## config.mk

```make
export PLATFORM = sky130hd
export DESIGN_NAME = ttm_capture
export DESIGN_NICKNAME = d
export VERILOG_FILES = /design/src/rtl/ttm_pkg.sv /design/src/rtl/ttm_align.sv /design/src/rtl/ttm_crc_track.sv /design/src/rtl/ttm_bank.sv /design/src/rtl/ttm_capture.sv
export SDC_FILE = /design/constraint.sdc
export NUM_CORES = 1
export LEC_CHECK = 0
export BUFFER_PORTS_ARGS = -buffer_cell sky130_fd_sc_hd__buf_2
export CAP_MARGIN = 0
export CORE_MARGIN = 8
export CORE_UTILIZATION = 61
export CTS_BUF_LIST = sky130_fd_sc_hd__clkbuf_16
export CTS_CLUSTER_DIAMETER = 80
export DETAILED_ROUTE_END_ITERATION = 10
export PLACE_DENSITY = 0.78
export SYNTH_ARGS = -nofsm -noshare
export SYNTH_HDL_FRONTEND = slang
export SYNTH_SLANG_ARGS = --single-unit
```

## constraint.sdc

```tcl
create_clock -name clk -period 3.13 [get_ports clk]
set_clock_uncertainty 0.2 [all_clocks]
set_input_delay 0 -clock clk [delete_from_list [all_inputs] [get_ports clk]]
set_output_delay 0 -clock clk [all_outputs]
set_load 0.005 [all_outputs]
```

## src/rtl/ttm_pkg.sv

```systemverilog
package ttm_pkg;

    localparam int unsigned BYTE_W   = 8;
    localparam int unsigned CRC_W    = 7;
    localparam logic [CRC_W-1:0] CRC_POLY = 7'h09;

    typedef enum logic [1:0] {
        ST_HUNT = 2'd0,
        ST_FILL = 2'd1,
        ST_FULL = 2'd2
    } ttm_state_t;

    typedef struct packed {
        logic store;
        logic first;
        logic commit;
        logic compare;
    } ttm_evt_t;

    function automatic logic [CRC_W-1:0] crc7_step(
        input logic [CRC_W-1:0]  crc_in,
        input logic [BYTE_W-1:0] data
    );
        logic [CRC_W-1:0] c;
        logic             fb;
        c = crc_in;
        for (int b = BYTE_W - 1; b >= 0; b--) begin
            fb = data[b] ^ c[CRC_W-1];
            c  = {c[CRC_W-2:0], 1'b0} ^ (fb ? CRC_POLY : '0);
        end
        return c;
    endfunction

endpackage

```

## src/rtl/ttm_align.sv

```systemverilog
module ttm_align
    import ttm_pkg::*;
#(
    parameter int unsigned MSG_LEN = 16,
    localparam int unsigned IDX_W  = $clog2(MSG_LEN)
) (
    input  logic             clk,
    input  logic             rst,
    input  logic             byte_valid,
    input  logic             byte_msb,
    output ttm_evt_t         ev,
    output logic [IDX_W-1:0] wr_idx,
    output logic             message_valid
);

    localparam logic [IDX_W-1:0] LAST_IDX = IDX_W'(MSG_LEN - 1);

    ttm_state_t       state_q;
    logic [IDX_W-1:0] cnt_q;
    logic [1:0]       consec_q;
    logic             mv_q;

    logic is_start, is_data, realign, lose, fill_data;

    always_comb begin
        is_start   = byte_valid & byte_msb;
        is_data    = byte_valid & ~byte_msb;
        fill_data  = is_data & (state_q == ST_FILL);
        realign    = is_start & (state_q == ST_FILL);
        lose       = is_data & (state_q == ST_FULL);
        ev         = '0;
        ev.store   = is_start | fill_data;
        ev.first   = is_start;
        ev.commit  = fill_data & (cnt_q == LAST_IDX);
        ev.compare = is_start & (state_q == ST_FULL);
        wr_idx     = is_start ? '0 : cnt_q;
    end

    always_ff @(posedge clk) begin
        if (rst) begin
            state_q <= ST_HUNT;
            cnt_q   <= '0;
        end else if (is_start) begin
            state_q <= ST_FILL;
            cnt_q   <= IDX_W'(1);
        end else if (ev.commit) begin
            state_q <= ST_FULL;
            cnt_q   <= '0;
        end else if (fill_data) begin
            cnt_q   <= cnt_q + IDX_W'(1);
        end else if (lose) begin
            state_q <= ST_HUNT;
        end
    end

    always_ff @(posedge clk) begin
        if (rst) begin
            consec_q <= '0;
            mv_q     <= 1'b0;
        end else if (realign | lose) begin
            consec_q <= '0;
            mv_q     <= 1'b0;
        end else if (ev.commit) begin
            if (consec_q != 2'd2) consec_q <= consec_q + 2'd1;
            mv_q <= (consec_q != 2'd0);
        end
    end

    assign message_valid = mv_q;

endmodule

```

## src/rtl/ttm_crc_track.sv

```systemverilog
module ttm_crc_track
    import ttm_pkg::*;
(
    input  logic              clk,
    input  logic              rst,
    input  ttm_evt_t          ev,
    input  logic [BYTE_W-1:0] byte_in,
    output logic              crc_error
);

    logic [CRC_W-1:0]  run_q, prev_q, run_next;
    logic [BYTE_W-1:0] feed;
    logic              err_q;

    always_comb begin
        // the start byte enters with its CRC field cleared and a zero preset
        feed     = ev.first ? {byte_in[BYTE_W-1], {(BYTE_W-1){1'b0}}} : byte_in;
        run_next = crc7_step(ev.first ? '0 : run_q, feed);
    end

    always_ff @(posedge clk) begin
        if (rst) begin
            run_q  <= '0;
            prev_q <= '0;
            err_q  <= 1'b0;
        end else begin
            if (ev.store)   run_q  <= run_next;
            if (ev.commit)  prev_q <= run_next;
            if (ev.compare) err_q  <= (byte_in[CRC_W-1:0] != prev_q);
        end
    end

    assign crc_error = err_q;

endmodule

```

## src/rtl/ttm_bank.sv

```systemverilog
module ttm_bank
    import ttm_pkg::*;
#(
    parameter int unsigned MSG_LEN = 16,
    localparam int unsigned IDX_W  = $clog2(MSG_LEN)
) (
    input  logic              clk,
    input  logic              rst,
    input  logic              store,
    input  logic              commit,
    input  logic [IDX_W-1:0]  wr_idx,
    input  logic [BYTE_W-1:0] byte_in,
    input  logic [IDX_W-1:0]  rd_addr,
    output logic [BYTE_W-1:0] rd_data
);

    logic [MSG_LEN*BYTE_W-1:0] bank_flat;

    for (genvar i = 0; i < MSG_LEN; i++) begin : g_ent
        logic [BYTE_W-1:0] ent_q;
        if (i == MSG_LEN - 1) begin : g_last
            // the final byte goes straight to the bank with the rest
            always_ff @(posedge clk) begin
                if (rst)         ent_q <= '0;
                else if (commit) ent_q <= byte_in;
            end
        end else begin : g_mid
            logic [BYTE_W-1:0] stg_q;
            always_ff @(posedge clk) begin
                if (rst) begin
                    stg_q <= '0;
                    ent_q <= '0;
                end else begin
                    if (store && wr_idx == IDX_W'(i)) stg_q <= byte_in;
                    if (commit) ent_q <= stg_q;
                end
            end
        end
        assign bank_flat[i*BYTE_W +: BYTE_W] = ent_q;
    end

    always_comb begin
        rd_data = '0;
        if (int'(rd_addr) < MSG_LEN)
            rd_data = bank_flat[int'(rd_addr)*BYTE_W +: BYTE_W];
    end

endmodule

```

## src/rtl/ttm_capture.sv

```systemverilog
module ttm_capture
    import ttm_pkg::*;
#(
    parameter int unsigned MSG_LEN = 16,
    localparam int unsigned IDX_W  = $clog2(MSG_LEN)
) (
    input  logic              clk,
    input  logic              rst,
    input  logic              byte_valid,
    input  logic [BYTE_W-1:0] byte_in,
    input  logic [IDX_W-1:0]  rd_addr,
    output logic [BYTE_W-1:0] rd_data,
    output logic              new_message,
    output logic              crc_error,
    output logic              message_valid
);

    ttm_evt_t         ev;
    logic [IDX_W-1:0] wr_idx;
    logic             nm_q;

    ttm_align #(.MSG_LEN(MSG_LEN)) u_align (
        .clk           (clk),
        .rst           (rst),
        .byte_valid    (byte_valid),
        .byte_msb      (byte_in[BYTE_W-1]),
        .ev            (ev),
        .wr_idx        (wr_idx),
        .message_valid (message_valid)
    );

    ttm_crc_track u_crc (
        .clk       (clk),
        .rst       (rst),
        .ev        (ev),
        .byte_in   (byte_in),
        .crc_error (crc_error)
    );

    ttm_bank #(.MSG_LEN(MSG_LEN)) u_bank (
        .clk     (clk),
        .rst     (rst),
        .store   (ev.store),
        .commit  (ev.commit),
        .wr_idx  (wr_idx),
        .byte_in (byte_in),
        .rd_addr (rd_addr),
        .rd_data (rd_data)
    );

    always_ff @(posedge clk) begin
        if (rst) nm_q <= 1'b0;
        else     nm_q <= ev.commit;
    end

    assign new_message = nm_q;

endmodule

```

==> summary.md <==
| Metric | Value |
|---|---|
| Total CTS buffers | 27 |
| Yosys warns | 0 |
| Antenna-violating nets left | 0 |
| Fin cells | 1,444 |
| # clock sinks | 273 |
| Cells after Synth | 1,220 |
| Primary FF master, synth | dfxtp_1 |
| Area Overhead vs Synth | 9.74% |
| CTS tree | yes |
| Worst setup EP type | flop |
| R2R depth | 5 |
| Final HPWL DP | 14,700 µm |
| Final-report hold violation count | 0 |
| WP data arrival | 3.17 ns |
| Pin count of the biggest net entering global routing | 208 |
| Commonest cells post-synth | 349 x nand2_1, 273 x dfxtp_1, 185 x a21oi_1 |
| DP Area | 11,000 µm² |
| Vias | 8,407 |
| Vias per std cell | 5.82 |
| Most instantiated library cell after synthesis | nand2_1 |
| Mapped Area | 10,900 µm² |
| Top-area cell type share of the netlist area | 50.2% |
| Worst-path fanout max | 10 |
| Clock Tree Buf Depth | 3 |
| Worst path cell trace | nor2b_1 -> and4_1 -> mux2i_1 -> nor2_1 -> dlygate4sd3_1 |
| Fmax | 337 MHz |
| Slew Limit Fails | 0 |
| Final period util | 94.9% |
| Critical path data required time | 3.33 ns |
| IO Count | 26 |
| Lkg Pwr | 0.00451 µW |
| Die area | 22,400 µm² |
| CORE AREA | 17,700 µm² |
| Final GP Congestion | 0.810 |
| Drt wl/cell | 17.5 µm |
| Share of layout cells above drive strength 1 | 9.63% |
| DRC Markers | 0 |
| Minimum clock period | 2.97 ns |
| Mean Syn Cell Area | 8.92 µm² |
| VDD IR max | 424 µV |
| Relative slew slack | 31.5% |
| Slowest stage delay, CP | 0.75 ns |
| Hold Path Depth | 4 |
| Netlist cell types | 47 |
| Clock root cell | clkbuf_16 |
| Hold Path Class | in2reg |
| Cells after DPL | 1,383 |
| Die width | 150 µm |
| Chip height | 150 µm |
| Worst Hold Launch | byte_valid |
| Synth top area cells | dfxtp_1 50%, nand2_1 12%, a21oi_1 8.5% |
| Number of global-route vias before repair | 7,842 |
| Total track usage | 22.7% |
| Buffers & Inverters on Critical Path | 1 |
| Final WL | 25,300 µm |
| Async S/R FF share, synth | 0% |
| Initial antenna violation count | 0 |
| Post-synth EDFFs | 0 |
| Setup Viol. Count Final | 0 |
| Clk_lat worst skew | 0.52 ns |
| Worst path depth | 5 |
| RSZ-0062 raised after global routing | no |
| # port buffers | 25 |
| Starting density of the core | 61.4% |
| Initial DRC Count | 795 |
| Diodes inserted | 0 |
| Gr ovfl total | 0 |
| Post-Syn Nets | 1,238 |
| Final Cell Area | 11,900 µm² |
| Power density cells | 573 nW/µm² |
| Worst slew pin tran | 1.03 ns |
| Seq/Total Area, Yosys | 50.2% |
| Layout fillers | 1,387 |
| Yosys reg bits | 273 |
| R2R setup slack | 0.16 ns |
| First-pass GRT wire length | 41,000 µm |
| MaxCap Viol Count | 0 |
| Reg-to-Reg End | u_bank.g_ent[7].g_mid.stg_q[6] |
| 1st-pass router iterations | 5 |
| Hold Path End | u_align.consec_q[0] |
| Cell accounting for the most synthesized area | dfxtp_1 |
| Cell family with most CP delay | simple AND/OR/NAND/NOR gates |
| Startpoint types | flop |
| Crit Path Class | reg2reg |
| # rows | 49 |
| Final nets | 1,213 |
| CP max-delay cell | and4_1 |
| H-tree levels | 1 |
| Status | finished clean |
| Register clock-pin slew on the reported worst setup and hold paths | 0.06 ns |
| Worst r2r src | u_align.cnt_q[2] |
| Setup TNS | 0 ns |
-- cell type report --
| cell class | count | area, µm² | area share [%] |
|---|---|---|---|
| Clock inverter | 22 | 146 | 1.23 |
| Clock buffer | 27 | 676 | 5.66 |
| Sequential cell | 273 | 5470 | 45.8 |
| Inverter | 4 | 15.0 | 0.126 |
| Tap cell | 229 | 287 | 2.40 |
| Multi-Input combinational cell | 838 | 4930 | 41.3 |
| Timing Repair Buffer | 51 | 419 | 3.51 |
-- flip-flops by register name, indices dropped and copies added, names as in the netlist, 2 cells and up --
name,count
u_crc.prev_q,7
u_align.state_q,2
u_align.cnt_q,4
u_align.consec_q,2
u_bank.g_ent.ent_q,128
u_bank.g_ent.g_mid.stg_q,120
u_crc.run_q,7
-- repair_timing --
action / CTS / global route
gates resized for setup: 0 / 0
hold buffers: 12 / 0
hold endpoints to repair: 152 / 0
setup buffers: 0 / 0
-- per-stage QoR --
stage	hold WS [ns]	power (µW)	setup slack [ns]	util (%)
global route	0.259	7060	0.00751	67.4
finish	0.245	6850	0.159	67.4
global placement	0.0823	3880	0.794	62.1
CTS	0.230	6880	0.208	67.4
floorplan	-0.104	3810	1.40	-
detailed placement	0.0929	3890	0.711	62.1
-- how the worst max path moves through the flow --
stage	to	slack [ns]	startpoint
after floorplan	u_bank.g_ent[0].g_mid.stg_q[0]	1.40	u_align.cnt_q[1]
after global placement	u_bank.g_ent[4].ent_q[1]	0.79	u_align.cnt_q[2]
after detailed placement	u_bank.g_ent[15].ent_q[4]	0.71	u_align.cnt_q[2]
after CTS	u_bank.g_ent[7].g_mid.stg_q[6]	0.21	u_align.cnt_q[2]
after global routing	u_bank.g_ent[7].g_mid.stg_q[6]	0.008	u_align.cnt_q[2]
final	u_bank.g_ent[7].g_mid.stg_q[6]	0.16	u_align.cnt_q[2]
-- layer usage --
layer	up-vias	GRT usage [%]	wire length [µm]
met3	52	3.75	1890
li1	4067	-	-
met4	0	7.52	629
met1	4016	30.6	10800
met5	-	0	0
met2	272	36.5	12000
-- placed cells by master (no fill, tap or decap), types with 9 or more instances in the layout --
| cell type | count |
|---|---|
| nand2_1 | 349 |
| dfxtp_1 | 273 |
| a21oi_1 | 185 |
| nor2_1 | 69 |
| mux2i_1 | 57 |
| mux4_2 | 32 |
| clkbuf_16 | 27 |
| nand3_1 | 26 |
| buf_2 | 24 |
| a22oi_1 | 16 |
| dlygate4sd3_1 | 12 |
| inv_1 | 10 |
| and3b_1 | 9 |
| xor2_1 | 9 |
| buf_4 | 9 |
-- power breakdown --
part           switching [µW]  internal, µW
clock network            1300          1720
registers                18.5          3490
logic                     204           112
-- kinds of logic after synthesis --
family | synth area share, %
flops | 50.2
mux | 11.9
compound gates | 11.2
simple gates | 19.5
xor+xnor | 2.20
buf+inv | 4.66
fa+ha+maj | 0.345
-- tightest hold or removal path, cell delays in order --
cell and delay (ns):
dlygate4sd3_1 0.52, buf_2 0.18, a21o_1 0.17, a21oi_1 0.05
Power figures use the tool's default switching activity.
